**config.mk**
```make
export PLATFORM = sky130hd
export DESIGN_NAME = sr_unit
export DESIGN_NICKNAME = d
export VERILOG_FILES = /design/src/rtl/sr_pkg.sv /design/src/rtl/sr_decode.sv /design/src/rtl/sr_datapath.sv /design/src/rtl/sr_hold.sv /design/src/rtl/sr_unit.sv
export SDC_FILE = /design/constraint.sdc
export NUM_CORES = 1
export LEC_CHECK = 0
export CAP_MARGIN = 30
export CORE_AREA = 2 2 39 41
export DETAILED_ROUTE_END_ITERATION = 10
export DIE_AREA = 0 0 41 43
export DONT_BUFFER_PORTS = 1
export GPL_TIMING_DRIVEN = 1
export SYNTH_ARGS = -nofsm -noshare
export SYNTH_HDL_FRONTEND = slang
export SYNTH_SLANG_ARGS = --single-unit
```
**constraint.sdc**
```tcl
create_clock -name clk -period 0.8 [get_ports clk]
set_input_delay 0.12 -clock clk [delete_from_list [all_inputs] [get_ports clk]]
set_output_delay 0.12 -clock clk [all_outputs]
set_load 0.02 [all_outputs]
```
**src/rtl/sr_pkg.sv**
```systemverilog
package sr_pkg;

    typedef enum logic [2:0] {
        OP_LSR  = 3'b000,
        OP_LSL  = 3'b001,
        OP_ASR  = 3'b010,
        OP_ASL  = 3'b011,
        OP_ROTR = 3'b100,
        OP_ROTL = 3'b101,
        OP_RCR  = 3'b110,
        OP_RCL  = 3'b111
    } sr_op_e;

    typedef enum logic [1:0] {
        FILL_ZERO,
        FILL_SIGN,
        FILL_WRAP,
        FILL_CARRY
    } sr_fill_e;

    typedef struct packed {
        logic     go_right;
        sr_fill_e fill;
    } sr_ctrl_t;

    function automatic sr_ctrl_t sr_decode_op(sr_op_e op);
        sr_ctrl_t c;
        c.go_right = 1'b0;
        c.fill     = FILL_ZERO;
        unique case (op)
            OP_LSR:  begin c.go_right = 1'b1; c.fill = FILL_ZERO;  end
            OP_LSL:  begin c.go_right = 1'b0; c.fill = FILL_ZERO;  end
            OP_ASR:  begin c.go_right = 1'b1; c.fill = FILL_SIGN;  end
            OP_ASL:  begin c.go_right = 1'b0; c.fill = FILL_ZERO;  end
            OP_ROTR: begin c.go_right = 1'b1; c.fill = FILL_WRAP;  end
            OP_ROTL: begin c.go_right = 1'b0; c.fill = FILL_WRAP;  end
            OP_RCR:  begin c.go_right = 1'b1; c.fill = FILL_CARRY; end
            OP_RCL:  begin c.go_right = 1'b0; c.fill = FILL_CARRY; end
            default: begin c.go_right = 1'b0; c.fill = FILL_ZERO;  end
        endcase
        return c;
    endfunction

endpackage

```
**src/rtl/sr_decode.sv**
```systemverilog
module sr_decode
    import sr_pkg::*;
(
    input  logic [2:0] op,
    output sr_ctrl_t   ctrl
);
    always_comb begin
        ctrl = sr_decode_op(sr_op_e'(op));
    end
endmodule

```
**src/rtl/sr_datapath.sv**
```systemverilog
module sr_datapath
    import sr_pkg::*;
#(
    parameter int WIDTH = 8
) (
    input  sr_ctrl_t         ctrl,
    input  logic [WIDTH-1:0] d,
    input  logic             cin,
    output logic [WIDTH-1:0] y,
    output logic             co
);
    localparam int MSB = WIDTH - 1;

    logic fill_bit;
    logic out_bit;

    // Bit that leaves the operand; it is also the wrap-around bit for rotates.
    always_comb begin
        out_bit = ctrl.go_right ? d[0] : d[MSB];
        unique case (ctrl.fill)
            FILL_ZERO:  fill_bit = 1'b0;
            FILL_SIGN:  fill_bit = d[MSB];
            FILL_WRAP:  fill_bit = out_bit;
            FILL_CARRY: fill_bit = cin;
            default:    fill_bit = 1'b0;
        endcase
    end

    for (genvar i = 0; i < WIDTH; i++) begin : g_bit
        if (i == 0) begin : g_low
            assign y[i] = ctrl.go_right ? d[i+1] : fill_bit;
        end else if (i == MSB) begin : g_high
            assign y[i] = ctrl.go_right ? fill_bit : d[i-1];
        end else begin : g_mid
            assign y[i] = ctrl.go_right ? d[i+1] : d[i-1];
        end
    end

    assign co = out_bit;
endmodule

```
**src/rtl/sr_hold.sv**
```systemverilog
module sr_hold #(
    parameter int WIDTH = 8
) (
    input  logic             clk,
    input  logic             rst,
    input  logic             en,
    input  logic [WIDTH-1:0] y_in,
    input  logic             co_in,
    output logic [WIDTH-1:0] y_q,
    output logic             co_q
);
    always_ff @(posedge clk) begin
        if (rst) begin
            y_q  <= '0;
            co_q <= 1'b0;
        end else if (en) begin
            y_q  <= y_in;
            co_q <= co_in;
        end
    end

    AST_HOLD_WHEN_IDLE: assert property (@(posedge clk) disable iff (rst)
        !en |=> ($stable(y_q) && $stable(co_q)));

    AST_RESET_CLEARS: assert property (@(posedge clk)
        rst |=> (y_q == '0 && co_q == 1'b0));
endmodule

```
**src/rtl/sr_unit.sv**
```systemverilog
module sr_unit
    import sr_pkg::*;
#(
    parameter int WIDTH = 8
) (
    input  logic             clk,
    input  logic             rst,
    input  logic             en,
    input  logic [2:0]       op,
    input  logic [WIDTH-1:0] opnd,
    input  logic             cin,
    output logic [WIDTH-1:0] res,
    output logic             cout,
    output logic [WIDTH-1:0] res_q,
    output logic             cout_q
);
    localparam int MSB = WIDTH - 1;

    sr_ctrl_t ctrl;

    sr_decode u_decode (
        .op   (op),
        .ctrl (ctrl)
    );

    sr_datapath #(.WIDTH(WIDTH)) u_path (
        .ctrl (ctrl),
        .d    (opnd),
        .cin  (cin),
        .y    (res),
        .co   (cout)
    );

    sr_hold #(.WIDTH(WIDTH)) u_hold (
        .clk   (clk),
        .rst   (rst),
        .en    (en),
        .y_in  (res),
        .co_in (cout),
        .y_q   (res_q),
        .co_q  (cout_q)
    );

    AST_LSR_ZERO_TOP: assert property (@(posedge clk) disable iff (rst)
        (op == 3'b000) |-> (res[MSB] == 1'b0 && cout == opnd[0]));

    AST_LSL_ZERO_LOW: assert property (@(posedge clk) disable iff (rst)
        (op == 3'b001) |-> (res[0] == 1'b0 && cout == opnd[MSB]));

    AST_ASR_SIGN_KEPT: assert property (@(posedge clk) disable iff (rst)
        (op == 3'b010) |-> (res[MSB] == opnd[MSB] && res[MSB-1] == opnd[MSB]));

    AST_ROTR_WRAP: assert property (@(posedge clk) disable iff (rst)
        (op == 3'b100) |-> (res[MSB] == opnd[0] && cout == opnd[0]));

    AST_RCR_CARRY_PATH: assert property (@(posedge clk) disable iff (rst)
        (op == 3'b110) |-> (res[MSB] == cin && cout == opnd[0]));

    AST_RCL_CARRY_PATH: assert property (@(posedge clk) disable iff (rst)
        (op == 3'b111) |-> (res[0] == cin && cout == opnd[MSB]));

    AST_LOAD_ON_EN: assert property (@(posedge clk) disable iff (rst)
        en |=> (res_q == $past(res) && cout_q == $past(cout)));
endmodule

```
==> impl_metrics.tcl <==
set metrics [dict create \
    outcome "complete, but fails checks" \
    failed_checks "hold timing, setup timing" \
    antenna_left 0 \
    synth_cells 46 \
    core-area_um2 1380 \
    worst_path_max_delay_cell "dfxtp_2" \
    fp.dieH_um 43 \
    root_buffer "clkbuf_4" \
    cp.depth 1 \
    rrSetupSlack_ps 30 \
    clk_latency_ps 250 \
    cpPeakStageDelay_ps 340 \
    num_io_pins 33 \
    viasPerCell 5.22 \
    top_layer "met4" \
    crit_type "register to primary output" \
    path_delay_family "flip-flops" \
    dieArea_um2 1760 \
    end_kind "primary output" \
    start_kind "register" \
    r2r_end "u_hold.y_q[0]$_SDFFE_PP0P_" \
    fin_hold_ws_ps -83.4 \
    fin_crit_ps 828 \
    grt_pass1_wl_um 1700 \
    clkTransAtPathRegs_ps 60 \
    gr-total-overflow 0 \
    syn_nets 61 \
    cts_made_buffers 3 \
    yosys_register_bits 9 \
    maxCapViolations 0 \
    design_area_um2 733 \
    rsz0062_at_grt "yes" \
    drc 0 \
    gp_congestion 0.604 \
    htreeDepth 1 \
    crit_buf_inv 1 \
    drtIter0Drc 7 \
    yosysUniqueCellTypes 16 \
    total_leakage_power_nw 0.348 \
    cts.sinks 9 \
    min_to "u_hold.y_q[7]$_SDFFE_PP0P_" \
    dp_hpwl_um 862 \
    required_ps 680 \
    met2_length_um 626 \
    slew_viol_final 0 \
    crit_path_cell_trace "buf_6" \
    initial_core_util_pct 36.3 \
    slew_headroom_pct 90.7 \
    peakVddDrop_mv 0.576 \
    vias 428 \
    fmax_mhz 1210 \
    setup_viol 9 \
    critPathArrivalTime_ps 710 \
    io_buffer_count 0 \
    antenna_cells 0 \
    hold_class "primary input to register" \
    wire_per_inst_um 14.2 \
    powerDensity_nw_per_um2 1630 \
    critPathMaxFanout 2 \
    antenna_found_initial 0 \
    rr_startpoint "u_hold.y_q[0]$_SDFFE_PP0P_" \
    hold_viol_final 9 \
    synth_warnings 0 \
    synthToLayoutAreaGrowth_pct 46.1 \
    hold_start "rst" \
    nFillCells 123 \
    rows 14 \
    placed_cell_area_um2 626 \
    worst_pin_slew_ps 136 \
    grt_start_max_net_pins 13 \
    wirelength_um 1170 \
    crit_start "u_hold.y_q[7]$_SDFFE_PP0P_" \
    drt-met1-wl_um 488 \
    final.period_utilization_pct 104 \
    hold_depth 1 \
    nets 82 \
    syn_area_um2 502 \
    grtUsageTotal_pct 14.4 \
    drtPass1Iterations 4 \
    final_layout_size_suffix_gt1_share_pct 66.7 \
    wl_met3_um 45 \
    clock_path_buffers 2 \
    r2r_cells 3 \
    skew_ps 0 \
    syn_avg_cell_area_um2 10.9 \
    ys_seq_area_share_pct 35.9 \
    worst_slack_ps -28.2 \
    die_w_um 41 \
    cts_tree "built" \
    grt_pass1_vias 408 \
]
-- power breakdown --
part           total, W  internal [W]  switching, W  leakage, nW
Combinational  0.000345      0.000191      0.000155        0.255
Clock          0.000344      0.000192      0.000152       0.0150
Sequential     0.000507      0.000486     0.0000206       0.0775
-- logic make-up after synthesis --
kind of cell	Yosys count	synth area share (%)
AOI/OAI and AO/OA	3	6.98
buffers and inverters	3	3.99
DFF	9	35.9
muxes	16	38.7
and+or+nand+nor	15	14.5
-- flip-flops by register name, summed over array words and instances (netlist names) --
| name | flops |
|---|---|
| u_hold.y_q | 8 |
| u_hold.co_q | 1 |
-- area by class of cell --
class	instances	area, um^2	area share [%]
timing repair buffer	19	176	24.1
tap	16	20.0	2.73
sequential	9	191	26.1
clock buffer	4	26.3	3.58
multi-input combinational	34	319	43.5
-- worst max path at each step --
| stage | to |
|---|---|
| 4_1_cts | res_q[7] |
| 3_5_place_dp | res[0] |
| 3_3_place_gp | res[0] |
| 5_1_grt | res_q[7] |
| 2_1_floorplan | u_hold.co_q$_SDFFE_PP0P_ |
| 6_report | res_q[7] |
-- stage by stage --
| step | cells | util, % | TNS [ps] | worst slack, ps | power, W |
|---|---|---|---|---|---|
| 3_3_place_gp | 75 | 45.2 | -21.1 | -18.5 | 0.000808 |
| 5_1_grt | 82 | 53.0 | -367 | -54.3 | 0.00125 |
| 2_1_floorplan | 46 | - | -442 | -73.6 | 0.000748 |
| 4_1_cts | 79 | 50.7 | -238 | -31.2 | 0.00119 |
| 3_5_place_dp | 75 | 45.2 | -41.0 | -29.8 | 0.000814 |
| 6_report | 82 | 53.0 | -171 | -28.2 | 0.00120 |
-- routing by layer --
metal / up-vias / global-route usage (%)
met5: - / 0
met4: 0 / 8.00
met3: 2 / 3.14
met2: 15 / 24.4
met1: 206 / 15.2
li1: 205 / -
-- synth_stat cells --
cell	number	area, um^2
dfxtp_1	9	180
nor2_1	9	33.8
mux2i_1	7	70.1
mux2_4	6	90.1
a311oi_2	2	30.0
mux2_1	2	22.5
nand2_1	2	7.51
a21oi_1	1	5.00
and4bb_1	1	12.5
buf_1	1	3.75
buf_2	1	5.00
buf_6	1	11.3
mux2_2	1	11.3
nand2b_1	1	6.26
nand3_1	1	5.00
nand3b_1	1	7.51
-- what timing repair did --
action | in CTS | in global routing
pin swaps | 0 | 2
endpoints found under the setup margin | 11 | 11
buffers inserted | 0 | 3
gates resized for setup | 20 | 2
cloned | 0 | 0
endpoints found under the hold margin | 9 | 9
-- cells in the final DEF (no fill, tap or decap) --
master | Yosys | routed
a21oi_2 | 0 | 1
a311oi_2 | 2 | 2
and4bb_1 | 1 | 1
buf_4 | 0 | 10
buf_6 | 1 | 9
clkbuf_1 | 0 | 1
clkbuf_4 | 0 | 3
dfxtp_2 | 0 | 9
mux2_1 | 2 | 2
mux2_4 | 6 | 7
mux2i_1 | 7 | 7
nand2_2 | 0 | 2
nand2b_1 | 1 | 1
nand3_2 | 0 | 1
nand3b_1 | 1 | 1
nor2_1 | 9 | 9
No activity file was read; power rests on OpenSTA's default activity.
